### src/rtl/sram_seq_pkg.sv
package sram_seq_pkg;

    typedef enum logic [2:0] {
        PH_IDLE    = 3'd0,
        PH_SETUP   = 3'd1,
        PH_STROBE  = 3'd2,
        PH_RECOVER = 3'd3,
        PH_TURN    = 3'd4
    } phase_e;

    // Whole cycles needed to cover ns nanoseconds, at least one.
    function automatic int ns2cyc(input int ns, input int period);
        int c;
        c = (ns + period - 1) / period;
        return (c < 1) ? 1 : c;
    endfunction

    function automatic int imax(input int a, input int b);
        return (a > b) ? a : b;
    endfunction

endpackage

### src/rtl/sram_seq_phase.sv
module sram_seq_phase
    import sram_seq_pkg::*;
#(
    parameter int CNT_W   = 4,
    parameter int SU_CYC  = 1,
    parameter int RD_CYC  = 10,
    parameter int WP_CYC  = 8,
    parameter int REC_CYC = 1,
    parameter int TA_CYC  = 4
) (
    input  logic   clk,
    input  logic   rst_n,
    input  logic   start,
    input  logic   start_wr,
    output phase_e phase_q,
    output phase_e phase_d,
    output logic   wr_q,
    output logic   wr_d,
    output logic   last
);

    typedef struct packed {
        phase_e           ph;
        logic [CNT_W-1:0] cnt;
        logic             wr;
    } seq_t;

    seq_t s_d, s_q;

    always_comb begin
        s_d = s_q;
        if (s_q.cnt != '0) begin
            s_d.cnt = s_q.cnt - 1'b1;
        end
        case (s_q.ph)
            PH_IDLE: begin
                s_d.cnt = '0;
                if (start) begin
                    s_d.wr = start_wr;
                    if (start_wr) begin
                        s_d.ph  = PH_SETUP;
                        s_d.cnt = CNT_W'(SU_CYC - 1);
                    end else begin
                        s_d.ph  = PH_STROBE;
                        s_d.cnt = CNT_W'(RD_CYC - 1);
                    end
                end
            end
            PH_SETUP: begin
                if (s_q.cnt == '0) begin
                    s_d.ph  = PH_STROBE;
                    s_d.cnt = CNT_W'(WP_CYC - 1);
                end
            end
            PH_STROBE: begin
                if (s_q.cnt == '0) begin
                    if (s_q.wr) begin
                        s_d.ph  = PH_RECOVER;
                        s_d.cnt = CNT_W'(REC_CYC - 1);
                    end else begin
                        s_d.ph  = PH_TURN;
                        s_d.cnt = CNT_W'(TA_CYC - 1);
                    end
                end
            end
            PH_RECOVER, PH_TURN: begin
                if (s_q.cnt == '0) begin
                    s_d.ph = PH_IDLE;
                end
            end
            default: begin
                s_d.ph  = PH_IDLE;
                s_d.cnt = '0;
            end
        endcase
    end

    always_ff @(posedge clk) begin
        if (!rst_n) begin
            s_q <= '{ph: PH_IDLE, cnt: '0, wr: 1'b0};
        end else begin
            s_q <= s_d;
        end
    end

    assign phase_q = s_q.ph;
    assign phase_d = s_d.ph;
    assign wr_q    = s_q.wr;
    assign wr_d    = s_d.wr;
    assign last    = (s_q.cnt == '0);

endmodule

### src/rtl/sram_seq_pins.sv
module sram_seq_pins
    import sram_seq_pkg::*;
#(
    parameter int ADDR_W = 11,
    parameter int DATA_W = 8
) (
    input  logic              clk,
    input  logic              rst_n,
    input  phase_e            phase_q,
    input  phase_e            phase_d,
    input  logic              wr_q,
    input  logic              wr_d,
    input  logic              last,
    input  logic              start,
    input  logic              reject,
    input  logic [ADDR_W-1:0] req_addr,
    input  logic [DATA_W-1:0] req_wdata,
    input  logic [DATA_W-1:0] mem_din,
    output logic [ADDR_W-1:0] mem_addr,
    output logic [DATA_W-1:0] mem_dout,
    output logic              mem_dout_en,
    output logic              mem_ce_n,
    output logic              mem_we_n,
    output logic              mem_oe_n,
    output logic [DATA_W-1:0] rd_data,
    output logic              done,
    output logic              done_err
);

    typedef struct packed {
        logic [ADDR_W-1:0] addr;
        logic [DATA_W-1:0] wdata;
        logic [DATA_W-1:0] rdata;
        logic              ce_n;
        logic              we_n;
        logic              oe_n;
        logic              den;
        logic              done;
        logic              err;
    } pin_t;

    pin_t p_d, p_q;
    logic strobe_d;
    logic drive_ph_d;

    always_comb begin
        strobe_d   = (phase_d == PH_STROBE);
        drive_ph_d = (phase_d == PH_SETUP) || strobe_d || (phase_d == PH_RECOVER);

        p_d      = p_q;
        p_d.done = 1'b0;
        p_d.err  = 1'b0;
        p_d.ce_n = !strobe_d;
        p_d.we_n = !(strobe_d && wr_d);
        p_d.oe_n = !(strobe_d && !wr_d);
        p_d.den  = wr_d && drive_ph_d;

        if (start) begin
            p_d.addr  = req_addr;
            p_d.wdata = req_wdata;
        end
        if (phase_q == PH_STROBE && last && !wr_q) begin
            p_d.rdata = mem_din;
            p_d.done  = 1'b1;
        end
        if (phase_q == PH_RECOVER && last) begin
            p_d.done = 1'b1;
        end
        if (reject) begin
            p_d.done = 1'b1;
            p_d.err  = 1'b1;
        end
    end

    always_ff @(posedge clk) begin
        if (!rst_n) begin
            p_q <= '{addr: '0, wdata: '0, rdata: '0, ce_n: 1'b1, we_n: 1'b1,
                     oe_n: 1'b1, den: 1'b0, done: 1'b0, err: 1'b0};
        end else begin
            p_q <= p_d;
        end
    end

    assign mem_addr    = p_q.addr;
    assign mem_dout    = p_q.wdata;
    assign mem_dout_en = p_q.den;
    assign mem_ce_n    = p_q.ce_n;
    assign mem_we_n    = p_q.we_n;
    assign mem_oe_n    = p_q.oe_n;
    assign rd_data     = p_q.rdata;
    assign done        = p_q.done;
    assign done_err    = p_q.err;

endmodule

### src/rtl/sram_seq_ctrl.sv
module sram_seq_ctrl
    import sram_seq_pkg::*;
#(
    parameter int CLK_NS   = 10,
    parameter int ADDR_W   = 11,
    parameter int DATA_W   = 8,
    parameter int T_AS_NS  = 0,
    parameter int T_ACC_NS = 100,
    parameter int T_OE_NS  = 50,
    parameter int T_CO_NS  = 100,
    parameter int T_RC_NS  = 100,
    parameter int T_HZ_NS  = 35,
    parameter int T_WP_NS  = 75,
    parameter int T_DS_NS  = 40,
    parameter int T_WC_NS  = 100,
    parameter int T_WR_NS  = 10,
    parameter int T_DH_NS  = 10
) (
    input  logic              clk,
    input  logic              rst_n,
    input  logic              req_valid,
    input  logic              req_write,
    input  logic [ADDR_W-1:0] req_addr,
    input  logic [DATA_W-1:0] req_wdata,
    input  logic              wprot,
    output logic              req_ready,
    output logic              done,
    output logic              done_err,
    output logic [DATA_W-1:0] rd_data,
    output logic [ADDR_W-1:0] mem_addr,
    output logic              mem_ce_n,
    output logic              mem_we_n,
    output logic              mem_oe_n,
    output logic [DATA_W-1:0] mem_dout,
    output logic              mem_dout_en,
    input  logic [DATA_W-1:0] mem_din
);

    localparam int SU_CYC  = ns2cyc(T_AS_NS, CLK_NS);
    localparam int RD_CYC  = imax(imax(ns2cyc(T_ACC_NS, CLK_NS), ns2cyc(T_OE_NS, CLK_NS)),
                                  ns2cyc(T_CO_NS, CLK_NS));
    localparam int TA_CYC  = imax(ns2cyc(T_HZ_NS, CLK_NS), ns2cyc(T_RC_NS, CLK_NS) - RD_CYC);
    localparam int WP_CYC  = imax(ns2cyc(T_WP_NS, CLK_NS), ns2cyc(T_DS_NS, CLK_NS));
    localparam int REC_CYC = imax(imax(ns2cyc(T_WR_NS, CLK_NS), ns2cyc(T_DH_NS, CLK_NS)),
                                  ns2cyc(T_WC_NS, CLK_NS) - WP_CYC - SU_CYC);
    localparam int MAX_CYC = imax(imax(SU_CYC, RD_CYC), imax(imax(TA_CYC, WP_CYC), REC_CYC));
    localparam int CNT_W   = $clog2(MAX_CYC + 1);

    phase_e phase_q, phase_d;
    logic   wr_q, wr_d, last;
    logic   accept, reject, start;

    assign req_ready = (phase_q == PH_IDLE);
    assign accept    = req_valid && req_ready;
    assign reject    = accept && req_write && wprot;
    assign start     = accept && !reject;

    sram_seq_phase #(
        .CNT_W  (CNT_W),
        .SU_CYC (SU_CYC),
        .RD_CYC (RD_CYC),
        .WP_CYC (WP_CYC),
        .REC_CYC(REC_CYC),
        .TA_CYC (TA_CYC)
    ) u_phase (
        .clk     (clk),
        .rst_n   (rst_n),
        .start   (start),
        .start_wr(req_write),
        .phase_q (phase_q),
        .phase_d (phase_d),
        .wr_q    (wr_q),
        .wr_d    (wr_d),
        .last    (last)
    );

    sram_seq_pins #(
        .ADDR_W(ADDR_W),
        .DATA_W(DATA_W)
    ) u_pins (
        .clk        (clk),
        .rst_n      (rst_n),
        .phase_q    (phase_q),
        .phase_d    (phase_d),
        .wr_q       (wr_q),
        .wr_d       (wr_d),
        .last       (last),
        .start      (start),
        .reject     (reject),
        .req_addr   (req_addr),
        .req_wdata  (req_wdata),
        .mem_din    (mem_din),
        .mem_addr   (mem_addr),
        .mem_dout   (mem_dout),
        .mem_dout_en(mem_dout_en),
        .mem_ce_n   (mem_ce_n),
        .mem_we_n   (mem_we_n),
        .mem_oe_n   (mem_oe_n),
        .rd_data    (rd_data),
        .done       (done),
        .done_err   (done_err)
    );

endmodule

### config.mk
export PLATFORM = sky130hd
export DESIGN_NAME = sram_seq_ctrl
export DESIGN_NICKNAME = d
export VERILOG_FILES = /design/src/rtl/sram_seq_pkg.sv /design/src/rtl/sram_seq_phase.sv /design/src/rtl/sram_seq_pins.sv /design/src/rtl/sram_seq_ctrl.sv
export SDC_FILE = /design/constraint.sdc
export NUM_CORES = 1
export LEC_CHECK = 0
export BUFFER_PORTS_ARGS = -buffer_cell sky130_fd_sc_hd__buf_2
export CORE_ASPECT_RATIO = 1.75
export CORE_MARGIN = 4
export CORE_UTILIZATION = 50
export DETAILED_ROUTE_END_ITERATION = 10
export PLACE_DENSITY = 0.86
export REMOVE_ABC_BUFFERS = 1
export SYNTH_ARGS = -nofsm -noshare
export SYNTH_HDL_FRONTEND = slang
export SYNTH_SLANG_ARGS = --single-unit
### constraint.sdc
create_clock -name clk -period 3 [get_ports clk]
set_clock_uncertainty 0.15 [all_clocks]
set_input_delay 0.3 -clock clk [delete_from_list [all_inputs] [get_ports clk]]
set_output_delay 0.3 -clock clk [all_outputs]
set_load 0.005 [all_outputs]
==> results of run 1 <==
[per-layer routing]
| metal | global-route usage | part of all wire | up-vias |
|---|---|---|---|
| met4 | 0.0977 | 0.024 | 0 |
| met2 | 0.344 | 0.56 | 50 |
| met1 | 0.208 | 0.37 | 731 |
| li1 | - | - | 803 |
| met3 | 0.0400 | 0.047 | 6 |
| met5 | 0 | 0 | - |
[registers in the layout, summed over array words and instances, names as in the netlist]
register / flops
u_pins.mem_addr: 11
u_pins.done: 1
u_pins.mem_oe_n: 1
u_pins.mem_dout: 8
u_pins.mem_we_n: 1
u_pins.mem_ce_n: 1
u_pins.rd_data: 8
u_pins.mem_dout_en: 1
u_phase.s_q: 4
u_pins.done_err: 1
u_phase.phase_q: 3
u_phase.wr_q: 1
[layout make-up]
cell class | count | area (sq um) | area share
timing repair buffer | 66 | 333 | 0.154
clock buffer | 8 | 80.1 | 0.0371
multi-input combinational | 142 | 840 | 0.389
inverter | 7 | 26.3 | 0.0122
tap | 45 | 56.3 | 0.0261
sequential | 41 | 821 | 0.381
[metrics by stage]
stage / power (mW) / instances / hold slack [ns] / instance area (sq um) / setup slack [ns]
after floorplan: 0.795 / 190 / 0.268 / 1690 / 1.08
after global placement: 0.894 / 301 / 0.298 / 2080 / 0.964
after detailed placement: 0.900 / 301 / 0.304 / 2080 / 0.884
after CTS: 1.24 / 309 / 0.0981 / 2160 / 0.867
after global routing: 1.31 / 309 / 0.109 / 2160 / 0.699
final: 1.23 / 309 / 0.107 / 2160 / 0.882
[worst max-delay path by stage]
stage | from | to | depth (start not counted)
6_report | u_phase.s_q[1] | u_pins.rd_data[2] | 7
3_5_place_dp | u_phase.s_q[1] | u_pins.rd_data[2] | 7
2_1_floorplan | u_phase.s_q[1] | u_pins.rd_data[0] | 7
5_1_grt | u_phase.s_q[1] | u_pins.rd_data[3] | 7
3_3_place_gp | u_phase.s_q[1] | u_pins.rd_data[2] | 7
4_1_cts | u_phase.s_q[1] | u_pins.rd_data[2] | 7
[cell usage in the layout (no fill, tap or decap), types with 2 or more instances in the layout]
cell type	instances
a211oi_1	2
a21boi_0	19
a21oi_1	7
buf_2	65
clkbuf_1	3
clkbuf_8	5
dfxtp_1	41
ha_1	2
inv_1	6
mux2i_1	8
nand2_1	55
nand2b_1	3
nand3_1	4
nor2_1	7
nor2b_1	8
nor3_1	3
o21ai_0	3
or3b_2	2
[worst max-delay path: stages, from the launching register on]
cell and delay, ns:
dfxtp_1 0.34, inv_1 0.06, ha_1 0.17, nor3b_2 0.25, inv_2 0.14, or3_1 0.59
mux2i_1 0.23, nor2b_1 0.06
[cell families (layout without fill, tap and decap cells)]
| group | Yosys count | after routing | share of synthesized area |
|---|---|---|---|
| fa+ha+maj | 2 | 2 | 0.0143 |
| mux | 9 | 9 | 0.0523 |
| compound gates | 41 | 41 | 0.172 |
| flops | 41 | 41 | 0.470 |
| buf+inv | 19 | 81 | 0.0487 |
| simple gates | 90 | 90 | 0.242 |
[power by group through the flow]
stage / sequential [mW] / clock (mW) / combinational [mW]
6_report: 0.625 / 0.339 / 0.263
2_1_floorplan: 0.635 / 0 / 0.160
3_5_place_dp: 0.637 / 0 / 0.263
5_1_grt: 0.632 / 0.375 / 0.299
4_1_cts: 0.625 / 0.350 / 0.265
3_3_place_gp: 0.636 / 0 / 0.258
==> run summary, run 1 <==
The flow ran to the end, and the final reports show no timing, DRC or antenna violations. The post-synthesis sequential area ratio came out at 0.470. In this run the vertical extent of the chip is 86.2 um. The logs give 0 for the number of warnings printed during yosys synthesis and 4540 sq um for the die footprint.

The wire-length estimate of the detail-placed layout is 2960 um. Power density over cell area: 569 nW/um^2. The starting DRC count in detailed routing is 28, and the internal reg-to-reg setup slack is 0.88 ns. For the diode insertion count for antenna repair, the log shows 0.

STA classifies the critical path endpoint as a flop. For the leakage component of the power, the log shows 0.995 nW. The total detailed-routing wirelength came out at 3920 um.

The average detailed-routed wire length per instance came out at 12.7 um. Via count of the first global-routing pass: 1,484. Total number of nets in the final design: 297. The tools report the required time of the critical path as 3.02 ns. The total area inside the core boundary comes to 3360 sq um. The area growth from synthesis to layout is 23.5%. Each instance of the synthesized netlist takes up on average 8.64 sq um. The share of the clock period used by the worst path came out at 0.706. The share of async-settable or async-resettable flops after synthesis is 0, and the floorplan die width is 52.7 um. The tools report the number of violations of the max-capacitance limit as 0. The tools report the clock sink count as 41. The min-delay analysis places its worst path in the category input pin to flop. Aggregate global-route resource usage: 0.194. Hold repair after CTS inserted 0 buffers.

The tools report the weighted congestion at the end of routability-driven global placement as 0.878. The post-cts repair resize count is 0, and the fraction of the core area covered by cells at the end of the flow is 0.641. Counting the fill cells in the layout gives 328.

Fraction of final layout cells sized beyond drive strength 1: 0.299. The final route contains 1,590 vias. The worst reg2reg path startpoint was u_phase.s_q[1]. The worst hold path terminates at u_pins.mem_dout[6]. For the portion of total power attributed to the clock network, the log shows 0.277. Along the worst path, the maximum fanout reaches 12. The worst hold path depth was 3. The number of distinct library cell variants in the gate-level netlist after synthesis was 39. The floorplan has 28 rows. The number of hold violations in the final report is 0, and the switching power of the nets is 352 uW.

The per-cell via count in the routed design is 5.15. Setup repair after global routing left no endpoint under its margin. For the sequential cell fraction of total power, the log shows 0.509. Counting flops and latches in the post-synthesis netlist gives 41.

The run gives 0 as the number of pins exceeding their max-slew limit in the final report. The max-slew headroom at the worst pin came out at 0.550. In this run the most critical hold path is launched from req_wdata[6]. Entering global routing, the biggest net connects 33 pins. The arrival time of data at the critical path endpoint is 2.14 ns. The critical path in this run is classified as flop to flop. The clock transition time at the flip-flop clock pins of the worst setup and hold paths is 0.08 ns, and the remaining global-route overflow is 0. For the synthesized area, the log shows 1750 sq um.

Of all cell types, the one taking the most synthesized area is dfxtp_1. The net switching fraction of the power works out to 0.287. Yosys attributes the largest share of cell area to dfxtp_1 (47%), nand2_1 (12%), a21boi_0 (8.2%). TritonCTS built the clock tree.

The tools report the count of pins on the block boundary as 66. The cell sitting at the root of the clock tree is a clkbuf_8. The initial antenna violation count is 0, and the highest attainable clock frequency is 0.472 GHz. Summed over all failing endpoints, the final setup total negative slack is 0 ns. Portion of synthesized cell area occupied by the leading cell type: 0.470.

For the worst flop-to-flop path, the logic depth is 7. The most used flip-flop cell after synthesis is dfxtp_1. Post-CTS timing repair inserted 0 buffers for setup.

The tools report the startpoint type of the worst setup path as a flop. In this run the critical register-to-register path is captured at u_pins.rd_data[2]. The cell count after synthesis came out at 202. The clock tree synthesis step divided the H-tree into 2 levels. The number of nets still failing antenna checks after routing was 0; the TritonCTS buffer count was 5. During placement, the flow inserted port buffers numbering 65. IR analysis of the VDD net gives a maximum drop of 0.000363 V. Internal power comes to 875 uW.

Setup violations remaining at the end of the flow were counted as 0. For this run, design rule violations remaining after detail routing come to 0. The time the worst path needs with I/O delays and setup is 2.12 ns. Counting flops with a built-in enable in the synthesized netlist gives 0. The initial core utilization is 0.519. The clock network latency to the later pin of the worst-skew pair was 0.29 ns; the transition time at the pin with the least slew margin was 0.674 ns. The first global-routing pass estimated 6580 um of wire. No sink is reached through more buffers than the 2 on the longest clock path. In the post-synthesis netlist, the cell with the most instances is nand2_1. The part of the total power dissipated in combinational logic was 0.214. In the synthesized netlist, the cells that appear most often are nand2_1 (55), dfxtp_1 (41), a21boi_0 (19). The detailed-routing iteration count for the pre-antenna-repair pass is 4.
Power figures use the tool's default switching activity.
==> run 2, diff against run 1 <==
- CORE_UTILIZATION: 50 -> 43
- PLACE_DENSITY: 0.86 -> 0.79
- clock period: 3 -> 1.84 ns (I/O delays scaled with it)
==> run summary, run 2 (synthesized netlist as in run 1, its figures left out) <==
The run finished, with violations left. The checks that failed: negative setup slack. The tools report the initial antenna violation count as 0. The remaining global-route overflow was 0.

The worst setup path is launched from a flop. Max-cap violations in this run came to 0. The floorplan step set the die width to 56.2 um.

For the via count of the first global-routing pass, the log shows 1,794. Once placement completed, the tool counted placed cells totaling 314. The tools report the leakage component of the power as 1.19 nW.

The register with the most flip-flops in the layout has 11 of them. The power density over cell area came out at 926 nW/um^2. Across the VDD grid, the largest voltage drop is 0.000767 V. The transition time at the pin with the least slew margin is 0.349 ns. The per-cell via count in the routed design is 5.08. The top cell types in the final layout, fill and taps aside, are buf_2 (65), nand2_1 (55), dfxtp_1 (40).

TritonCTS built the clock tree. The tools report the fraction of the core area covered by cells at the end of the flow as 0.661. The floorplan step set the die height to 92.3 um. Setup repair after global routing could not meet its margin everywhere. The number of hold violations in the final report came out at 0. Routability-driven placement finished with a final weighted congestion of 0.894. The H-tree was split into 2 levels.

The least setup slack across all paths after layout is -0.0386 ns. After detailed routing, the number of remaining DRC violations is 0. Clock transition time at the flip-flop clock pins of the worst setup and hold paths: 0.08 ns. The row count is 30.

The number of nets still failing antenna checks after routing was 0. Data arrives at the worst endpoint at 1.95 ns. The fill cell instance count of the final layout was 333; the total detailed-routing wirelength was 4890 um. The launching instance or port of the critical path was u_phase.s_q[1]. Type of the tightest min-delay check: input pin to flop. The most common cell after layout, fill and taps aside is buf_2.

Entering global routing, the biggest net connects 21 pins. 0 antenna diodes ended up in the layout. In the final routed layout, each cell accounts on average for 14.1 um. The worst min-delay path startpoint is mem_din[0].

The max-slew headroom at the worst pin was 0.762; the area occupied by registers was 822 sq um. The run gives 0 as the number of pins exceeding their max-slew limit in the final report. After layout, the minimum clock period comes to 1.88 ns. The share of the clock period used by the worst path came out at 1.02. TritonCTS created 5 clock buffers. Setup violations remaining at the end of the flow were counted as 4.

Clock tree synthesis selected as its root buffer the cell clkbuf_8. For flop-to-flop paths, the worst setup slack is -0.04 ns. STA puts the critical path data required time at 1.91 ns.

The endpoint identified for the worst register-to-register timing path is u_pins.rd_data[1]. The logs give 5180 sq um for the die footprint and 66 for the count of pins on the block boundary. The run gives 3900 sq um as the core area. Before CTS, the worst setup slack after placement is -0.0656 ns. Clock latency on the worst-skew pair, taken at its later pin, is 0.30 ns.

The initial core utilization was 0.447. Growth of design area from synthesis to finish: 47.8%. The finished layout holds 348 standard cells, fillers aside. The worst setup path is captured at a flop. The depth of the worst register-to-register path is 8, and the clock sink count is 41. The clock passes through at most 2 buffers.

The detailed-routing iteration count for the pre-antenna-repair pass was 4. The run gives 891 sq um as the multi-input logic area. Derived from the worst setup path, the maximum achievable clock frequency is 0.532 GHz. The starting DRC count in detailed routing was 47. The tools report the aggregate global-route resource usage as 0.190. The fraction of final layout cells sized beyond drive strength 1 is 0.350.

In this run the worst setup path terminates at u_pins.rd_data[1]. In this run the tool buffered the top-level ports with 65 buffer cells. The worst setup path is of the flop to flop kind.

Along the worst path, the maximum fanout reaches 8. The first global-routing pass estimated 7800 um of wire. Across all hold checks on the routed design, the worst slack comes to 0.00213 ns.

The routed layout has 1,767 vias. In the final design database the tool counted 333 nets. Worst reg2reg path startpoint: u_phase.s_q[1]. The HPWL after detailed placement is 3220 um.
[run 2: cell types whose count changed in the layout (fill, tap and decap cells not counted), sizes merged]
cell         delta
bufinv          +1
buf            +16
dlygate4sd3    +20
clkbuf          -1
[run 2: timing repair]
item | CTS | global route
setup buffers | 3 | 2
cloned | 1 | 0
resized for setup | 6 | 9
endpoints found under the hold margin | 20 | 0
pin swaps | 2 | 1
hold buffers | 20 | 0
endpoints found under the setup margin | 9 | 29
[run 2: metal layers]
metal	vias up	global-route usage	part of all wire	wire length (um)
met5	-	0	0	0
met3	21	0.0394	0.048	237
met1	812	0.172	0.34	1640
met4	0	0.105	0.038	186
met2	65	0.372	0.58	2830
li1	869	-	-	-
[run 2: report_power, final]
part           switching [mW]  internal [mW]
Sequential             0.0395          0.962
Combinational           0.306          0.333
Clock                   0.306          0.442
[run 2: layout make-up]
class	count	share of cell area
Multi-Input combinational cell	142	0.345
Inverter	7	0.0102
Clock buffer	7	0.0335
Timing Repair Buffer	102	0.258
Clock inverter	1	0.0116
Tap cell	48	0.0233
Sequential cell	41	0.319
[run 2: through the flow]
| step | total power [mW] | TNS [ns] | cell area (sq um) |
|---|---|---|---|
| CTS | 2.34 | 0 | 2520 |
| floorplan | 1.30 | -0.640 | 1690 |
| global route | 2.52 | -0.420 | 2580 |
| detailed placement | 1.52 | -0.364 | 2150 |
| finish | 2.39 | -0.0505 | 2580 |
| global placement | 1.51 | 0 | 2150 |
[run 2: critical path: stages, from the launching register on]
cell     delay, ns
dfxtp_1       0.32
inv_1         0.10
ha_4          0.15
nor3b_4       0.20
inv_2         0.10
or3_4         0.35
buf_6         0.15
mux2i_1       0.12
nor2b_1       0.16
[run 2: how the worst min path moves through the flow]
stage / cells after the start / endpoint / slack, ns
final: 3 / u_pins.rd_data[0] / 0.002
after global routing: 3 / u_pins.rd_data[3] / 0.02
after CTS: 3 / u_pins.rd_data[7] / 0.003
after detailed placement: 3 / u_pins.mem_addr[9] / 0.29
after global placement: 3 / u_pins.mem_addr[6] / 0.28
after floorplan: 2 / u_pins.done_err / 0.15
==> run 3, diff against run 2 <==
- CORE_UTILIZATION: 43 -> 48
- PLACE_DENSITY: 0.79 -> 0.83
- clock period: 1.84 -> 1.8 ns (I/O delays scaled with it)
==> run summary, run 3 (synthesized netlist as in run 1, its figures left out) <==
The number of nets still failing antenna checks after routing was 0; the max-slew headroom at the worst pin was 0.747. The sequential cell fraction of total power is 0.432. The portion of total power attributed to the clock network came out at 0.278.

The highest fanout seen on the critical path was 4; the setup slack after placement was -0.0660 ns. The aggregate global-route resource usage was 0.246. Initial antenna violation count: 0.

The final layout contains 340 nets. The tools report the number of pins exceeding their max-slew limit in the final report as 0. Derived from the worst setup path, the maximum achievable clock frequency is 0.541 GHz.

The run finished, with violations left. Cell internal power was estimated by the tool at 1.70 mW. Clock-pin slew was measured on the worst setup and hold paths at 0.08 ns. The power density over cell area was 896 nW/um^2. Across the VDD grid, the largest voltage drop is 0.000652 V. At the pin with the least slew margin, the transition time is 0.378 ns.

Entering global routing, the biggest net connects 19 pins. The tools report the remaining global-route overflow as 0. For this design the total switching power over the nets is 687 uW. The logs give 0.508 for the initial core utilization and 4 for the detailed-routing iteration count for the pre-antenna-repair pass. The die extent in y is 87.8 um.

Setup violations remaining at the end of the flow were counted as 6. The routed layout has 1,841 vias. In this run the deepest clock path goes through 2 buffers. After layout, the minimum clock period comes to 1.85 ns. The number of antenna diodes in the final layout is 0. The arrival time of data at the critical path endpoint came out at 1.89 ns. For this run, the slowest stage of the critical path takes 0.40 ns. The number of flip-flops under the largest register name came out at 11.

The analysis attributes to cell leakage a power of 1.23 nW. The design draws 2.38 mW. The clock network latency to the later pin of the worst-skew pair was 0.30 ns; the clock sink count was 41. The floorplan step set the die width to 53.6 um.

For this design, the slowest cell found on the critical path is dfxtp_1. TritonCTS buffer count: 5. The H-tree was split into 2 levels. The run gives 0.290 as the part of the total power dissipated in combinational logic. The layout has 256 filler cells.

The core region is 3430 sq um. The number of remaining DRC errors was 0. The via count of the first global-routing pass came out at 1,892. Kind of critical path: flop to flop.

Port buffering added 65 buffers. The cell area reported after detailed placement is 2190 sq um, and the weighted congestion at the end of routability-driven global placement is 0.907. Dividing the detail-routed wire length by the instance count gives 14.6 um. The first global-routing pass estimated 8370 um of wire.

Fraction of final layout cells sized beyond drive strength 1: 0.362. After legalization and detailed placement, the total HPWL measured 3340 um. The per-cell via count in the routed design is 5.23, and the setup TNS is -0.0936 ns.

Share of the clock period used by the worst path: 1.03. Across the run, the number of max-cap violations was 0. Startpoint type of the worst setup path: a flop. The number of hold violations in the final report came out at 0. For the worst setup path, the data required time is 1.84 ns. After routing the design area is 2660 sq um. The signal on the critical path passes through or3b_1, or3_4, buf_6, mux2i_1, nor2b_1. The total detailed-routing wirelength was 5150 um.

The first routing iteration left 30 violations. The top cell types in the final layout, fill and taps aside, are buf_2 (65), nand2_1 (55), dfxtp_1 (39). The final reports fail on negative setup slack. The die covers 4700 sq um. The net switching fraction of the power is 0.288, and the row count is 28.

The cell sitting at the root of the clock tree is a clkbuf_8. The growth of design area from synthesis to finish works out to 52.3%. Setup repair after global routing could not meet its margin everywhere. For the least setup slack across all paths after layout, the log shows -0.0500 ns.

The kind of capture point of the worst setup path was a flop. TritonCTS built the clock tree. Most common cell after layout, fill and taps aside: buf_2. Type of the tightest min-delay check: input pin to flop.

Count of pins on the block boundary: 66.
## run 3: final cells by class
type | instances | area (sq um) | area share
Clock buffer | 7 | 96.3 | 0.0362
Clock inverter | 1 | 5.00 | 0.00188
Timing Repair Buffer | 109 | 741 | 0.279
Multi-Input combinational cell | 142 | 911 | 0.343
Sequential cell | 41 | 823 | 0.310
Inverter | 7 | 26.3 | 0.00988
Tap cell | 45 | 56.3 | 0.0212
## run 3: metal layers
layer | wire (um) | GRT usage | vias up
met5 | 0 | 0 | -
met4 | 269 | 0.163 | 0
met3 | 257 | 0.0630 | 27
met2 | 2850 | 0.439 | 72
met1 | 1780 | 0.235 | 858
li1 | - | - | 884
## run 3: final timing paths
check	endpoint	cells past startpoint	slack [ns]	startpoint
max	u_pins.rd_data[4]	5	-0.05	u_phase.phase_q[1]
min	u_pins.mem_addr[9]	3	0.01	req_addr[9]
max reg2reg	u_pins.rd_data[4]	5	-0.05	u_phase.phase_q[1]
min reg2reg	u_pins.mem_addr[10]	2	0.31	u_pins.mem_addr[10]
## run 3: per-stage QoR
step	utilization	hold WS, ns	std cells
3_3_place_gp	0.637	0.279	314
4_1_cts	0.758	0.00802	350
2_1_floorplan	-	0.148	190
6_report	0.774	0.0118	352
3_5_place_dp	0.637	0.287	314
5_1_grt	0.774	0.00270	352
## run 3: what timing repair did
| item | in CTS | in global routing |
|---|---|---|
| cloned | 1 | 0 |
| pin swaps | 2 | 6 |
| endpoints found under the hold margin | 26 | 0 |
| endpoints found under the setup margin | 13 | 29 |
| hold buffers | 26 | 0 |
| resized for setup | 11 | 10 |
| buffers inserted | 1 | 2 |
## run 3: power groups by stage
stage,registers (mW),logic (mW),clock network (mW)
6_report,1.03,0.691,0.663
3_3_place_gp,1.04,0.547,0
4_1_cts,1.03,0.637,0.675
2_1_floorplan,1.06,0.267,0
5_1_grt,1.04,0.756,0.724
3_5_place_dp,1.04,0.555,0
## run 3: critical path: cells and delay by family, from the launching register on
kind,cells,cell delay (ns)
buffers and inverters,1,0.14
multiplexers,1,0.17
AND/OR/NAND/NOR,3,0.88
flip-flops,1,0.40
